$ cat src/rtl/dm_pkg.sv
package dm_pkg;
   typedef enum logic [1:0] {
      DM_IDLE = 2'd0,
      DM_RUN  = 2'd1,
      DM_LOAD = 2'd2,
      DM_DIV  = 2'd3
   } dm_state_e;
endpackage

$ cat src/rtl/dm_sync.sv
module dm_sync (
   input  logic clk,
   input  logic rst_n,
   input  logic din,
   output logic lvl,
   output logic rise
);
   logic s1_q, s2_q, prev_q;

   always_ff @(posedge clk or negedge rst_n) begin
      if (!rst_n) begin
         s1_q   <= 1'b0;
         s2_q   <= 1'b0;
         prev_q <= 1'b0;
      end else begin
         s1_q   <= din;
         s2_q   <= s1_q;
         prev_q <= s2_q;
      end
   end

   assign lvl  = s2_q;
   assign rise = s2_q & ~prev_q;
endmodule

$ cat src/rtl/dm_counters.sv
module dm_counters #(
   parameter int HIGH_W  = 20,
   parameter int TOTAL_W = 16,
   parameter int PER_W   = 8,
   parameter bit DIV4    = 1'b0
) (
   input  logic               clk,
   input  logic               rst_n,
   input  logic               clear,
   input  logic               run,
   input  logic               lvl,
   input  logic               rise,
   input  logic [PER_W-1:0]   limit,
   output logic [HIGH_W-1:0]  high_q,
   output logic [TOTAL_W-1:0] total_q,
   output logic               hov_evt,
   output logic               roll_evt,
   output logic               full_seen,
   output logic               stop
);
   logic [PER_W-1:0] edges_q;
   logic             tick;
   logic             hsat, tsat, period_hit;

   generate
      if (DIV4) begin : g_slow
         logic [1:0] pre_q;
         always_ff @(posedge clk or negedge rst_n) begin
            if (!rst_n)     pre_q <= '0;
            else if (clear) pre_q <= '0;
            else if (run)   pre_q <= pre_q + 2'd1;
         end
         assign tick = run && (pre_q == 2'd3);
      end else begin : g_full
         assign tick = run;
      end
   endgenerate

   assign hsat       = &high_q;
   assign tsat       = &total_q;
   assign hov_evt    = run && lvl && hsat;
   assign roll_evt   = tick && tsat;
   assign period_hit = run && rise && (limit != '0) && ((edges_q + PER_W'(1)) == limit);
   assign full_seen  = (edges_q >= PER_W'(2)) || ((edges_q == PER_W'(1)) && rise);
   assign stop       = hov_evt || roll_evt || period_hit;

   always_ff @(posedge clk or negedge rst_n) begin
      if (!rst_n) begin
         high_q  <= '0;
         total_q <= '0;
         edges_q <= '0;
      end else if (clear) begin
         high_q  <= '0;
         total_q <= '0;
         edges_q <= '0;
      end else if (run) begin
         if (lvl && !hsat)            high_q  <= high_q + HIGH_W'(1);
         if (tick && !tsat)           total_q <= total_q + TOTAL_W'(1);
         if (rise && !(&edges_q))     edges_q <= edges_q + PER_W'(1);
      end
   end
endmodule

$ cat src/rtl/dm_divider.sv
module dm_divider #(
   parameter int NUM_W = 20,
   parameter int DEN_W = 16,
   parameter int Q_W   = 10
) (
   input  logic             clk,
   input  logic             rst_n,
   input  logic             go,
   input  logic [NUM_W-1:0] num,
   input  logic [DEN_W-1:0] den,
   output logic [Q_W-1:0]   quo,
   output logic             fin
);
   localparam int CW  = (NUM_W > DEN_W) ? NUM_W : DEN_W;
   localparam int CNW = $clog2(Q_W + 1);

   logic [CW-1:0]    num_x, den_x;
   logic [DEN_W-1:0] rem_q;
   logic [DEN_W:0]   shl, den_e;
   logic [CNW-1:0]   cnt_q;
   logic             act_q;

   assign num_x = CW'(num);
   assign den_x = CW'(den);
   assign shl   = {rem_q, 1'b0};
   assign den_e = {1'b0, den};

   always_ff @(posedge clk or negedge rst_n) begin
      if (!rst_n) begin
         rem_q <= '0;
         quo   <= '0;
         cnt_q <= '0;
         act_q <= 1'b0;
         fin   <= 1'b0;
      end else if (go) begin
         if (num_x >= den_x) begin
            quo   <= '1;
            act_q <= 1'b0;
            fin   <= 1'b1;
         end else begin
            rem_q <= DEN_W'(num_x);
            quo   <= '0;
            cnt_q <= CNW'(Q_W);
            act_q <= 1'b1;
            fin   <= 1'b0;
         end
      end else if (act_q) begin
         if (shl >= den_e) begin
            rem_q <= DEN_W'(shl - den_e);
            quo   <= {quo[Q_W-2:0], 1'b1};
         end else begin
            rem_q <= DEN_W'(shl);
            quo   <= {quo[Q_W-2:0], 1'b0};
         end
         cnt_q <= cnt_q - CNW'(1);
         if (cnt_q == CNW'(1)) begin
            act_q <= 1'b0;
            fin   <= 1'b1;
         end
      end else begin
         fin <= 1'b0;
      end
   end
endmodule

$ cat src/rtl/duty_meter.sv
module duty_meter
   import dm_pkg::*;
#(
   parameter int  HIGH_W  = 20,
   parameter int  TOTAL_W = 16,
   parameter int  PER_W   = 8,
   parameter int  RATIO_W = 10,
   parameter bit  DIV4    = 1'b0,
   localparam int SH      = DIV4 ? 2 : 0,
   localparam int TE      = TOTAL_W + SH
) (
   input  logic               clk,
   input  logic               rst_n,
   input  logic               start,
   input  logic               pulse_in,
   input  logic [PER_W-1:0]   period_limit,
   output logic               busy,
   output logic               done,
   output logic [HIGH_W-1:0]  high_count,
   output logic [TE-1:0]      total_count,
   output logic [RATIO_W-1:0] duty_ratio,
   output logic               hovf_flag,
   output logic               invalid_flag
);
   if (HIGH_W < 2)  begin : g_bad_high  $error("HIGH_W must be at least 2");  end
   if (TOTAL_W < 2) begin : g_bad_total $error("TOTAL_W must be at least 2"); end
   if (PER_W < 2)   begin : g_bad_per   $error("PER_W must be at least 2");   end
   if (RATIO_W < 2) begin : g_bad_ratio $error("RATIO_W must be at least 2"); end

   dm_state_e           state_q;
   logic                lvl, rise;
   logic                clear, run, div_go, div_fin;
   logic                hov_evt, roll_evt, full_seen, stop;
   logic [TOTAL_W-1:0]  total_raw;

   assign clear  = (state_q == DM_IDLE) && start;
   assign run    = (state_q == DM_RUN);
   assign div_go = (state_q == DM_LOAD);
   assign busy   = (state_q != DM_IDLE);

   dm_sync u_sync (
      .clk  (clk),
      .rst_n(rst_n),
      .din  (pulse_in),
      .lvl  (lvl),
      .rise (rise)
   );

   dm_counters #(
      .HIGH_W (HIGH_W),
      .TOTAL_W(TOTAL_W),
      .PER_W  (PER_W),
      .DIV4   (DIV4)
   ) u_cnt (
      .clk      (clk),
      .rst_n    (rst_n),
      .clear    (clear),
      .run      (run),
      .lvl      (lvl),
      .rise     (rise),
      .limit    (period_limit),
      .high_q   (high_count),
      .total_q  (total_raw),
      .hov_evt  (hov_evt),
      .roll_evt (roll_evt),
      .full_seen(full_seen),
      .stop     (stop)
   );

   generate
      if (DIV4) begin : g_shift
         assign total_count = {total_raw, 2'b00};
      end else begin : g_plain
         assign total_count = total_raw;
      end
   endgenerate

   dm_divider #(
      .NUM_W(HIGH_W),
      .DEN_W(TE),
      .Q_W  (RATIO_W)
   ) u_div (
      .clk  (clk),
      .rst_n(rst_n),
      .go   (div_go),
      .num  (high_count),
      .den  (total_count),
      .quo  (duty_ratio),
      .fin  (div_fin)
   );

   always_ff @(posedge clk or negedge rst_n) begin
      if (!rst_n) begin
         state_q      <= DM_IDLE;
         done         <= 1'b0;
         hovf_flag    <= 1'b0;
         invalid_flag <= 1'b0;
      end else begin
         done <= 1'b0;
         unique case (state_q)
            DM_IDLE: if (start) begin
               state_q      <= DM_RUN;
               hovf_flag    <= 1'b0;
               invalid_flag <= 1'b0;
            end
            DM_RUN: if (stop) begin
               state_q      <= DM_LOAD;
               hovf_flag    <= hov_evt;
               invalid_flag <= roll_evt && !full_seen;
            end
            DM_LOAD: state_q <= DM_DIV;
            DM_DIV: if (div_fin) begin
               state_q <= DM_IDLE;
               done    <= 1'b1;
            end
            default: state_q <= DM_IDLE;
         endcase
      end
   end
endmodule

$ cat config.mk
export PLATFORM = sky130hd
export DESIGN_NAME = duty_meter
export DESIGN_NICKNAME = d
export VERILOG_FILES = /design/src/rtl/dm_pkg.sv /design/src/rtl/dm_sync.sv /design/src/rtl/dm_counters.sv /design/src/rtl/dm_divider.sv /design/src/rtl/duty_meter.sv
export SDC_FILE = /design/constraint.sdc
export NUM_CORES = 1
export LEC_CHECK = 0
export ABC_AREA = 1
export CAP_MARGIN = 25
export CORE_AREA = 4 4 102 104
export DETAILED_ROUTE_END_ITERATION = 8
export DIE_AREA = 0 0 106 108
export DONT_BUFFER_PORTS = 1
export GPL_TIMING_DRIVEN = 0
export PLACE_DENSITY = 0.9
export RECOVER_POWER = 100
export SLEW_MARGIN = 20
export SYNTH_ARGS = -nofsm -noshare
export SYNTH_HDL_FRONTEND = slang
export SYNTH_SLANG_ARGS = --single-unit
$ cat constraint.sdc
create_clock -name clk -period 3.53 [get_ports clk]
set_clock_uncertainty 0.2 [all_clocks]
set_input_delay 0.706 -clock clk [delete_from_list [all_inputs] [get_ports clk]]
set_output_delay 0.706 -clock clk [all_outputs]
set_load 0.03 [all_outputs]
* Word-level counts from Yosys, hierarchy flattened *
Index checks and enable logic that the tools add are counted.

cells by class
  bitwise logic cells = 2
  add/sub/neg operators = 5
  order comparisons = 3
  reduce and logical (&&, ||, !) cells = 37
  multiplexer cells = 39
  equal/unequal tests = 11

operators by type and width
  cell                                                                number
  two-way mux 16 bit                                                  7
  two-way mux 20 bit                                                  3
  two-way mux 10 bit                                                  3
  two-way mux 8 bit                                                   3
  adder 20 x 1 -> 20 bit (second input constant)                      1
  greater-or-equal comparator 20 x 16 -> 1 bit                        1
  AND reduction 20 bit                                                1
  greater-or-equal comparator 17 x 16 -> 1 bit                        1
  adder 16 x 1 -> 16 bit (second input constant)                      1
  AND reduction 16 bit                                                1
  subtractor 16 bit                                                   1
  two-way mux 1 bit                                                   14
  nonzero test 2 bit                                                  7
  logical AND 1 bit                                                   12
  two-way mux 4 bit                                                   3
  adder 8 x 1 -> 8 bit (second input constant)                        1
  equality test 8 x 1 -> 1 bit (second input constant)                1
  equality test 8 bit                                                 1
  greater-or-equal comparator 8 x 2 -> 1 bit (second input constant)  1
  case mux 2 bit (4 select lines)                                     1
  AND reduction 2 bit                                                 4
  AND reduction 8 bit                                                 1
  nonzero test 8 bit                                                  1
  two-way mux 2 bit                                                   3
  14 further kinds                                                    24

storage, ports and cells
  bits of input ports = 12
  register bits = 84
  output and inout port bits = 50
  word-level logic and storage cells = 112

* Depth between registers and ports, before layout *
Gate-level depths: netlist of run 1.

  depth in word-level cells = 8
  mapped depth = 16
  mapped depth without buffers = 15

* Cells and area by module *
A second synthesis of run 1 with hierarchy kept.

second synthesis, totals
  cell total of the unflattened synthesis = 1014
  area, all modules = 6804.0 um2

modules (own cells, without submodules)
  module       area an instance (um2)  times used  cells an instance
  dm_divider   3326.9                  1           517
  dm_counters  3035.4                  1           444
  duty_meter   356.6                   1           48
  dm_sync      85.1                    1           5

* Worst setup path before layout of run 1 *
Ideal clock, no wire load.

  path kind = register -> register
  start = register u_cnt.total_q[2]
  end = register u_div.rem_q[7]
  path buffers = 1
  library setup time = 0.116 ns
  data required time = 3.214 ns
  stages on the path, launching flop included = 16
  arrival = 2.097 ns
  slack = 1.117 ns
  cell sequence = dfrtp_1 > inv_1 > ha_1 > a21oi_1 > nand2_2 > nand2_2 > nand2_2 > nand3_2 > nand2_2 > nand2_4 > nand2_4 > buf_6 > nand2_1 > nand3_1 > nand2_1 > nand2_1

on the way
  longest elaborated chain between the ends = 4
  elaborated cells between the ends (all ways) = 8
  those cells by class = add/sub (1); order compare (2); eq/ne (1); mux (3); reduce/logical (1)

ends and longest elaborated chain
  element                                                                                   RTL line                            source
  from (decl)                                                                               dm_counters.sv:15                   output logic [TOTAL_W-1:0] total_q,
  from (signal assigned)                                                                    dm_counters.sv:58                   if (tick && !tsat) total_q <= total_q + TOTAL_W'(1);
  subtractor 16 bit / greater-or-equal comparator 17 x 16 -> 1 bit (equally long branches)  dm_divider.sv:49, dm_divider.sv:48
  two-way mux 16 bit                                                                        dm_divider.sv:48                    if (shl >= den_e) begin
  two-way mux 16 bit                                                                        dm_divider.sv:47                    end else if (act_q) begin
  two-way mux 16 bit                                                                        dm_divider.sv:35                    end else if (go) begin
  to (signal assigned)                                                                      dm_divider.sv:41                    rem_q <= DEN_W'(num_x);
  to (signal assigned)                                                                      dm_divider.sv:49                    rem_q <= DEN_W'(shl - den_e);
  to (signal assigned)                                                                      dm_divider.sv:52                    rem_q <= DEN_W'(shl);
  to (decl)                                                                                 dm_divider.sv:18                    logic [DEN_W-1:0] rem_q;

Several ways; a longest one is shown, not always the timed one. The select of a mux whose other input is x is not followed.
A chain may end at the register's enable or synchronous reset.

* Final worst setup path of run 1 *
  start = register u_cnt.total_q[11]
  end = register u_div.rem_q[10]

on the way
  longest elaborated chain between the ends = 4
  elaborated cells between the ends (all ways) = 7
  those cells by class = order compare (2); eq/ne (1); mux (3); reduce/logical (1)

ends and longest elaborated chain
  element                                       RTL line
  greater-or-equal comparator 17 x 16 -> 1 bit  dm_divider.sv:48
  two-way mux 16 bit                            dm_divider.sv:48
  two-way mux 16 bit                            dm_divider.sv:47
  two-way mux 16 bit                            dm_divider.sv:35

Several ways; a longest one is shown, not always the timed one. The select of a mux whose other input is x is not followed.

==> results of run 1 <==
Yosys cell counts, types with 9 or more instances:
master     n  area share (%)
o21ai_0   37             3.1
nand2_2    9            0.93
dfrtp_1   84              35
ha_1      43             8.9
nand4_1   18             1.9
nor2_1    71             4.4
nand3_1   82             6.8
inv_1    102             6.3
a21oi_1   42             3.5
xor2_1    16             2.3
nand2_1  227              14
nor3_1    17             1.4
cells by family after synthesis:
group	Yosys count	share of synthesized area, %
adders and majority gates	44	9.21
xor gates and xnor gates	19	2.75
AOI/OAI and AO/OA	121	11.6
DFF	84	34.7
buffers and inverters	126	8.49
and+or+nand+nor	452	33.2
per-layer routing:
| layer | global-route usage, % | vias up |
|---|---|---|
| met5 | 0 | - |
| met4 | 11.1 | 0 |
| met3 | 6.75 | 37 |
| met2 | 48.0 | 216 |
| met1 | 37.3 | 2731 |
| li1 | - | 2806 |
worst max path at each step:
stage	start	endpoint	slack (ns)	cells past startpoint
finish	u_cnt.total_q[11]	u_div.rem_q[10]	0.56	13
global placement	u_cnt.total_q[6]	u_div.rem_q[6]	0.78	13
detailed placement	u_cnt.total_q[6]	u_div.rem_q[10]	0.70	13
CTS	u_cnt.total_q[6]	u_div.rem_q[10]	0.69	13
floorplan	u_cnt.total_q[2]	u_div.rem_q[7]	1.12	15
global route	u_cnt.total_q[0]	u_cnt.total_q[14]	0.35	12
power breakdown:
group          internal (mW)  switching [mW]
Sequential              1.21           0.422
Combinational           1.11            2.10
Clock                  0.358           0.357
per-stage QoR:
stage	total power [mW]	utilization, %	cell area, µm²	setup WS, ns	hold WS [ns]
detailed placement	4.81	65.2	6230	0.705	0.151
global route	6.06	66.7	6370	0.349	0.138
global placement	4.71	65.2	6230	0.777	0.133
floorplan	4.08	-	6060	1.12	0.131
CTS	5.55	67.5	6440	0.687	0.0515
finish	5.55	66.7	6370	0.562	0.157
sequential cells by signal, indices dropped and copies added, names as in the netlist:
name,flops
u_div.act_q,1
u_div.quo,10
u_cnt.high_q,20
u_div.rem_q,16
invalid_flag,1
u_sync.s1_q,1
u_div.cnt_q,4
u_sync.lvl,1
done,1
u_cnt.total_q,16
u_div.fin,1
u_cnt.edges_q,8
hovf_flag,1
state_q,2
u_sync.prev_q,1
critical path, delay by kind of cell, from the launching register on:
family	cells	cell delay, ns
adders and majority gates	1	0.36
buffers and inverters	2	0.42
DFF	1	0.62
and+or+nand+nor	10	1.25
final cells by class:
| cell class | instances | share of cell area [%] |
|---|---|---|
| timing repair buffer | 1 | 0.0786 |
| buffer | 17 | 1.51 |
| inverter | 109 | 6.43 |
| tap | 133 | 2.61 |
| multi-input combinational | 636 | 53.4 |
| clock inverter | 2 | 0.550 |
| sequential | 84 | 33.0 |
| clock buffer | 12 | 2.44 |
timing repair:
| action | in CTS | in global routing |
|---|---|---|
| hold endpoints to repair | 84 | 0 |
| hold buffers | 1 | 0 |
| gates resized for setup | 0 | 0 |
==> results.txt, run 1 <==
Core Area: 9550 µm²
FILL cells: 837
Setup TNS Final: 0 ns
Crit path required time: 3.60 ns
WHS Path Cells: 0
Root Driver: clkbuf_8
layout cells sized above 1: 5.81%
Avg WL per Cell: 15.9 µm
Worst VDD drop: 453 µV
Post-synth EDFFs: 0
reg2reg path depth: 13
first-pass GRT wire length: 26.5 mm
final setup fails: 0
predominant post-synthesis flop cell: dfrtp_1
Power Dens Cells: 872 nW/µm²
Post-route DRC: 0
postcts setup bufs: 0
Ys Warns: 0
routed vias: 5,790
hold worst-path end: u_sync.s1_q
multi-input logic area: 3400 µm²
DR top layer: met4
Slew Limit Fails: 85
cells along the critical path: inv_1 > ha_1 > nand2_1 > nor2_1 > and2_0 > nand3_1 > nand4_1 > nand2_1 > nand2_4 > buf_6 > nor2_1 > nand2_1 > nand2_1
Worst-path clk slew: 0.08 ns
floorplan row count: 36
Die ar.: 11,400 µm²
Die H: 108 µm
Initial Util: 63.5%
total gr overflow: 0
share of the clock period used by the worst path: 84.1%
drt initial violations: 440
DR WL met2: 7.50 mm
Hold Violations, Final: 0
CTS max path bufs: 2
CTS tree: done
Final ANT Viol Nets: 0
Reg2Reg Setup Slack: 0.56 ns
most common cell after layout, fill and taps aside: nand2_1
Worst Path Max Fanout: 10
largest net degree at the start of global routing: 85
total I/O pin count: 62
Yosys reg bits: 84
slowest CP cell: dfrtp_1
die span in x: 106 µm
Reg area: 2100 µm²
RePlAce Congestion: 0.989
RSZ-0062 raised after global routing: no
IO Port Bufs: 0
startpoint types: flip-flop
failing checks: max-capacitance violations, max-slew violations
ANT cells: 0
H-Tree Depth: 3
Net Count, Synth: 902
fin cells: 994
dpl hpwl: 12.1 mm
Post-Syn Area: 6060 µm²
commonest non-fill, non-tap cells in the layout: 231 x nand2_1, 104 x inv_1, 84 x dfrtp_1
Max-Cap Viols: 1
# placed instances: 979
Worst-Margin Slew: 2.13 ns
worst skew pair latency: 0.38 ns
number of buffers created by CTS: 9
Max Freq: 0.337 GHz
synthesized area per cell: 7.16 µm²
met1 WL: 6.57 mm
Async S/R FF share, synth: 100%
worst min path class: in2reg
max incr delay on CP: 0.62 ns
metal3 WL: 1.21 mm
DR pass1 iterations: 7
vias in the first global route: 5,562
slew margin rel.: -41.9%
RR Startpoint: u_cnt.total_q[11]
WL final: 15.8 mm
initial antenna violation count: 0
final net count: 914
All-Layer GR Usage: 29.0%
worst path arrival time: 3.04 ns
Hold Startpoint: pulse_in
vias per cell: 5.82
P&R area growth vs syn: 5.08%
post-layout min period: 2.97 ns
end of the worst register-to-register path: u_div.rem_q[10]
WS Path Type: reg2reg
P_leak: 3.22 nW
Cells after Synth: 846
post-synthesis sequential area ratio: 34.7%
most used cell, CP: nand2_1
Yosys cell types: 45
status: finished, violations left
Setup crit end kind: flip-flop
CTS Sinks: 84
Note: power is estimated with default switching activity, not from simulation.
==> inputs of run 2 (changes only) <==
- clock period: 3.53 -> 2.9 ns (I/O delays scaled with it)
==> run 2 against run 1 <==
Global-route usage about the same. Core utilization grew 0.84 points. Sequential power rose by 22%. Critical path type unchanged. Largest cell class unchanged. The flow now finishes without violations. Sequential cell count unchanged.
==> results.txt, run 2 (synthesis gave the netlist of run 1 again) <==
status: complete, no violations
RSZ-0062 raised after global routing: yes
floorplan row count: 36 (unchanged)
worst skew pair latency: 0.38 ns (about the same)
final net count: 915 (+0.11%)
internal power: 3.29 mW (+23%)
placed instance area: 6230 µm² (unchanged)
total gr overflow: 0 (unchanged)
Hold Violations, Final: 0 (unchanged)
worst min path class: in2reg
startpoint types: flip-flop
multi-input logic area: 3440 µm² (+1.3%)
initial antenna violation count: 0 (unchanged)
CTS Sinks: 84 (unchanged)
Worst-path clk slew: 0.09 ns (about the same)
Post-Place Setup Slack: 0.0746 ns (-0.630 ns)
WS Path Type: reg2reg
All-Layer GR Usage: 29.0% (about the same)
worst setup margin: 0.106 ns (-0.457 ns)
Worst-Margin Slew: 1.16 ns (-0.964 ns)
FILL cells: 820 (-2.0%)
Avg WL per Cell: 15.8 µm (-0.28%)
postcts setup bufs: 0 (unchanged)
WL final: 15.7 mm (-0.18%)
P&R area growth vs syn: 6.40%
switching power: 3.52 mW (+22%)
Initial Util: 63.5% (unchanged)
Top reg by flops: u_cnt.high_q
fin cells: 995 (+0.10%)
Power Dens Cells: 1060 nW/µm² (+21%)
number of buffers created by CTS: 9 (unchanged)
Root Driver: clkbuf_8
P_leak: 3.23 nW (+0.15%)
total I/O pin count: 62 (unchanged)
Crit path required time: 2.97 ns (-0.63 ns)
switch share: 51.7% (-0.090 points)
share of the clock period used by the worst path: 96.4% (+12 points)
Worst Path Max Fanout: 10 (unchanged)
routed vias: 5,796 (+0.10%)
# placed instances: 979 (unchanged)
Slew Limit Fails: 0 (-100%)
clock share of power: 12.8% (about the same)
Die ar.: 11,400 µm² (unchanged)
worst path arrival time: 2.86 ns (-0.18 ns)
IO Port Bufs: 0 (unchanged)
CTS max path bufs: 2 (unchanged)
vias in the first global route: 5,565 (+0.054%)
Reg area: 2120 µm² (+0.65%)
Max Freq: 0.358 GHz (+6.2%)
Die H: 108 µm (unchanged)
Logic pwr share: 57.9% (about the same)
Setup TNS Final: 0 ns (unchanged)
RePlAce Congestion: 0.989 (unchanged)
Post-route DRC: 0 (unchanged)
Setup crit end kind: flip-flop
max reg flops: 20 (unchanged)
first-pass GRT wire length: 26.5 mm (about the same)
Core Area: 9550 µm² (unchanged)
Final ANT Viol Nets: 0 (unchanged)
Top Registers: u_cnt.high_q (20), u_cnt.total_q (16), u_div.rem_q (16)
drt initial violations: 381 (-13%)
dpl hpwl: 12.1 mm (unchanged)
final setup fails: 0 (unchanged)
Tot Pwr: 6.80 mW (+23%)
Worst VDD drop: 554 µV (+22%)
slew margin rel.: 22.3% (+64 points)
most common cell after layout, fill and taps aside: nand2_1
post-layout min period: 2.79 ns (-0.173 ns)
Max-Cap Viols: 0 (-1)
CTS tree: done
Sequential Power Share: 29.3% (about the same)
vias per cell: 5.83 (about the same)
commonest non-fill, non-tap cells in the layout: 227 x nand2_1, 102 x inv_1, 82 x nand3_1
die span in x: 106 µm (unchanged)
H-Tree Depth: 3 (unchanged)
DR pass1 iterations: 7 (unchanged)
ANT cells: 0 (unchanged)
post-route cell area: 6450 µm² (+1.3%)
largest net degree at the start of global routing: 85 (unchanged)
layout cells sized above 1: 8.70% (+2.9 points)
[run 2: metrics by stage]
step                      hold WS, ns  utilization [%]
after floorplan                0.0844                -
after global routing           0.0125             67.5
after global placement         0.0873             65.2
after detailed placement       0.0866             65.2
final                          0.0337             67.5
after CTS                      0.0265             67.6
[run 2: repair_timing]
| action | in CTS | in global routing |
|---|---|---|
| resized for setup | 0 | 11 |
| hold endpoints to repair | 84 | 0 |
| endpoints found under the setup margin | 0 | 21 |
| hold buffers | 2 | 0 |
[run 2: routing by layer]
metal	track usage (%)	up-vias	part of all wire, %
met2	48.0	220	48
met5	0	-	0
li1	-	2802	-
met4	11.1	0	3.0
met3	6.75	42	8.0
met1	37.4	2732	41
[run 2: final cells by class]
type / instances / area share (%)
Timing Repair Buffer: 2 / 0.272
Inverter: 109 / 6.35
Multi-Input combinational cell: 636 / 53.4
Sequential cell: 84 / 32.8
Buffer: 17 / 1.63
Tap cell: 133 / 2.58
Clock inverter: 2 / 0.543
Clock buffer: 12 / 2.41
[run 2: path summary, 6_finish.rpt]
kind / startpoint / endpoint / slack, ns / cells after the start
max: u_cnt.total_q[13] / u_div.rem_q[10] / 0.11 / 14
min: pulse_in / u_sync.s1_q / 0.03 / 0
max reg2reg: u_cnt.total_q[13] / u_div.rem_q[10] / 0.11 / 14
min reg2reg: u_sync.s1_q / u_sync.lvl / 0.16 / 0
max in group asynchronous: rst_n / u_cnt.total_q[11] / 0.88 / 2
min in group asynchronous: rst_n / u_div.rem_q[10] / 0.80 / 2
[run 2: critical path, cell delays in order (launching register included)]
cell and delay (ns):
dfrtp_1 0.58, inv_1 0.19, ha_1 0.34, nand2_1 0.06, nor2_1 0.17, inv_1 0.07
nor2_2 0.16, nand3_1 0.11, nand4_1 0.16, nand2_2 0.11, nand2_4 0.17, buf_6 0.18
nor2_1 0.07, nand2_1 0.06, nand2_1 0.04
[run 2: power by group through the flow]
stage | Sequential (mW) | Clock, mW | Combinational (mW)
after floorplan | 1.91 | 0 | 3.06
after global placement | 1.99 | 0 | 3.74
after global routing | 2.03 | 0.926 | 4.47
final | 1.99 | 0.873 | 3.94
after detailed placement | 2.00 | 0 | 3.86
after CTS | 1.98 | 0.873 | 3.90
==> inputs of run 3 (changes only) <==
- CTS_BUF_LIST: unset -> sky130_fd_sc_hd__clkbuf_4 sky130_fd_sc_hd__clkbuf_8
==> run 3 against run 2 <==
Core utilization hardly changed. Sequential power hardly changed. Critical path depth stayed put. Critical path type unchanged.
==> results.txt, run 3 (synthesis gave the netlist of run 1 again) <==
commonest non-fill, non-tap cells in the layout: 227 x nand2_1, 102 x inv_1, 82 x nand3_1
clock share of power: 13.0% (+0.2 points)
placed instance area: 6230 µm² (unchanged)
number of buffers created by CTS: 9 (unchanged)
Sequential Power Share: 29.2% (about the same)
cells along the critical path: inv_1 > ha_1 > nand2_1 > nor2_1 > inv_1 > nor2_2 > nand3_1 > nand4_1 > nand2_2 > nand2_4 > buf_6 > nor2_1 > nand2_1 > nand2_1
initial antenna violation count: 0 (unchanged)
Worst-path clk slew: 0.09 ns (about the same)
Crit path required time: 2.97 ns (about the same)
drt initial violations: 372 (-2.4%)
postcts setup bufs: 0 (unchanged)
Initial Util: 63.5% (unchanged)
status: complete, no violations
DR pass1 iterations: 5 (-2)
P_leak: 3.23 nW (+0.11%)
max incr delay on CP: 0.58 ns (about the same)
CP delay by family, top: simple AND/OR/NAND/NOR gates
Worst VDD drop: 554 µV (about the same)
ANT cells: 0 (unchanged)
die span in x: 106 µm (unchanged)
Worst Path Max Fanout: 10 (unchanged)
IO Port Bufs: 0 (unchanged)
switch share: 51.6% (about the same)
All-Layer GR Usage: 29.0% (unchanged)
Hold Violations, Final: 0 (unchanged)
post-layout min period: 2.80 ns (+0.00198 ns)
worst path arrival time: 2.87 ns (about the same)
Post-route DRC: 0 (unchanged)
Post-Place Setup Slack: 0.0746 ns (unchanged)
Tot Pwr: 6.82 mW (+0.18%)
most common cell after layout, fill and taps aside: nand2_1
post-route cell area: 6450 µm² (about the same)
vias per cell: 5.80 (-0.45%)
Final ANT Viol Nets: 0 (unchanged)
largest net degree at the start of global routing: 85 (unchanged)
CTS Sinks: 84 (unchanged)
slowest CP cell: dfrtp_1
internal power: 3.30 mW (+0.29%)
worst skew pair latency: 0.38 ns (about the same)
Worst-Margin Slew: 1.17 ns (+0.00860 ns)
share of the clock period used by the worst path: 96.4% (about the same)
worst setup margin: 0.104 ns (-0.00198 ns)
first-pass GRT wire length: 26.5 mm (unchanged)
switching power: 3.52 mW (about the same)
vias in the first global route: 5,565 (unchanged)
startpoint types: flip-flop
total I/O pin count: 62 (unchanged)
Root Driver: clkbuf_8
Max Freq: 0.358 GHz (about the same)
dpl hpwl: 12.1 mm (unchanged)
Core Area: 9550 µm² (unchanged)
Max-Cap Viols: 0 (unchanged)
total gr overflow: 0 (unchanged)
Setup crit end kind: flip-flop
Die ar.: 11,400 µm² (unchanged)
most used cell, CP: nand2_1
WL final: 15.8 mm (+0.20%)
Avg WL per Cell: 15.8 µm (+0.20%)
final setup fails: 0 (unchanged)
worst path bufs/invs: 3 (unchanged)
P&R area growth vs syn: 6.46% (about the same)
Hold WS: 0.0344 ns (+0.000712 ns)
routed vias: 5,770 (-0.45%)
Top Registers: u_cnt.high_q (20), u_cnt.total_q (16), u_div.rem_q (16)
slew margin rel.: 21.8% (-0.57 points)
RSZ-0062 raised after global routing: yes
worst min path class: in2reg
H-Tree Depth: 3 (unchanged)
Top reg by flops: u_cnt.high_q
CTS max path bufs: 2 (unchanged)
final net count: 915 (unchanged)
final core occ: 67.6% (about the same)
floorplan row count: 36 (unchanged)
RePlAce Congestion: 0.989 (unchanged)
layout cells sized above 1: 8.82% (+0.12 points)
WS Path Type: reg2reg
CTS tree: done
Slew Limit Fails: 0 (unchanged)
max reg flops: 20 (unchanged)
Logic pwr share: 57.8% (about the same)
Die H: 108 µm (unchanged)
Power Dens Cells: 1060 nW/µm² (+0.12%)
run 3: area by class of cell:
class	instances	area, µm²
flip-flops and latches	84	2120
clock inverters	2	35.0
fillers	818	3100
well taps	133	166
clock buffers	12	159
multi-input cells	636	3440
plain buffers	17	105
repair buffers	2	17.5
inverters	109	409
run 3: worst register-to-register path, stage by stage, from the launching register on:
cell and delay, ns:
dfrtp_1 0.58, inv_1 0.19, ha_1 0.34, nand2_1 0.06, nor2_1 0.17, inv_1 0.07
nor2_2 0.16, nand3_1 0.11, nand4_1 0.16, nand2_2 0.11, nand2_4 0.17, buf_6 0.19
nor2_1 0.07, nand2_1 0.06, nand2_1 0.04
run 3: timing repair:
action | in CTS | in global routing
hold endpoints to repair | 84 | 0
resized for setup | 0 | 11
hold buffers | 2 | 0
endpoints found under the setup margin | 0 | 21
run 3: worst paths after layout:
check                                        from                 to  slack, ns  cells past startpoint
worst min-delay path                     pulse_in        u_sync.s1_q       0.03                      0
worst max register to register  u_cnt.total_q[13]    u_div.rem_q[10]       0.10                     14
worst min register to register        u_sync.s1_q         u_sync.lvl       0.16                      0
worst max-delay path            u_cnt.total_q[13]    u_div.rem_q[10]       0.10                     14
max in group asynchronous                   rst_n  u_cnt.total_q[11]       0.87                      2
min in group asynchronous                   rst_n    u_div.rem_q[10]       0.80                      2
run 3: power groups by stage:
stage          clock network (mW)  registers, mW  logic [mW]
2_1_floorplan                   0           1.91        3.06
3_3_place_gp                    0           1.99        3.74
3_5_place_dp                    0           2.00        3.86
4_1_cts                     0.884           1.98        3.90
5_1_grt                     0.935           2.03        4.47
6_report                    0.883           1.99        3.94
run 3: through the flow:
step                      instances  TNS (ns)
final                           995         0
after global routing            995   -0.0173
after CTS                       995         0
after detailed placement        979         0
after global placement          979         0
after floorplan                 846         0
run 3: per-layer routing:
layer	global-route usage [%]	wire [µm]	vias up
li1	-	-	2798
met1	37.4	6540	2713
met2	48.0	7490	219
met3	6.75	1260	40
met4	11.1	479	0
met5	0	0	-
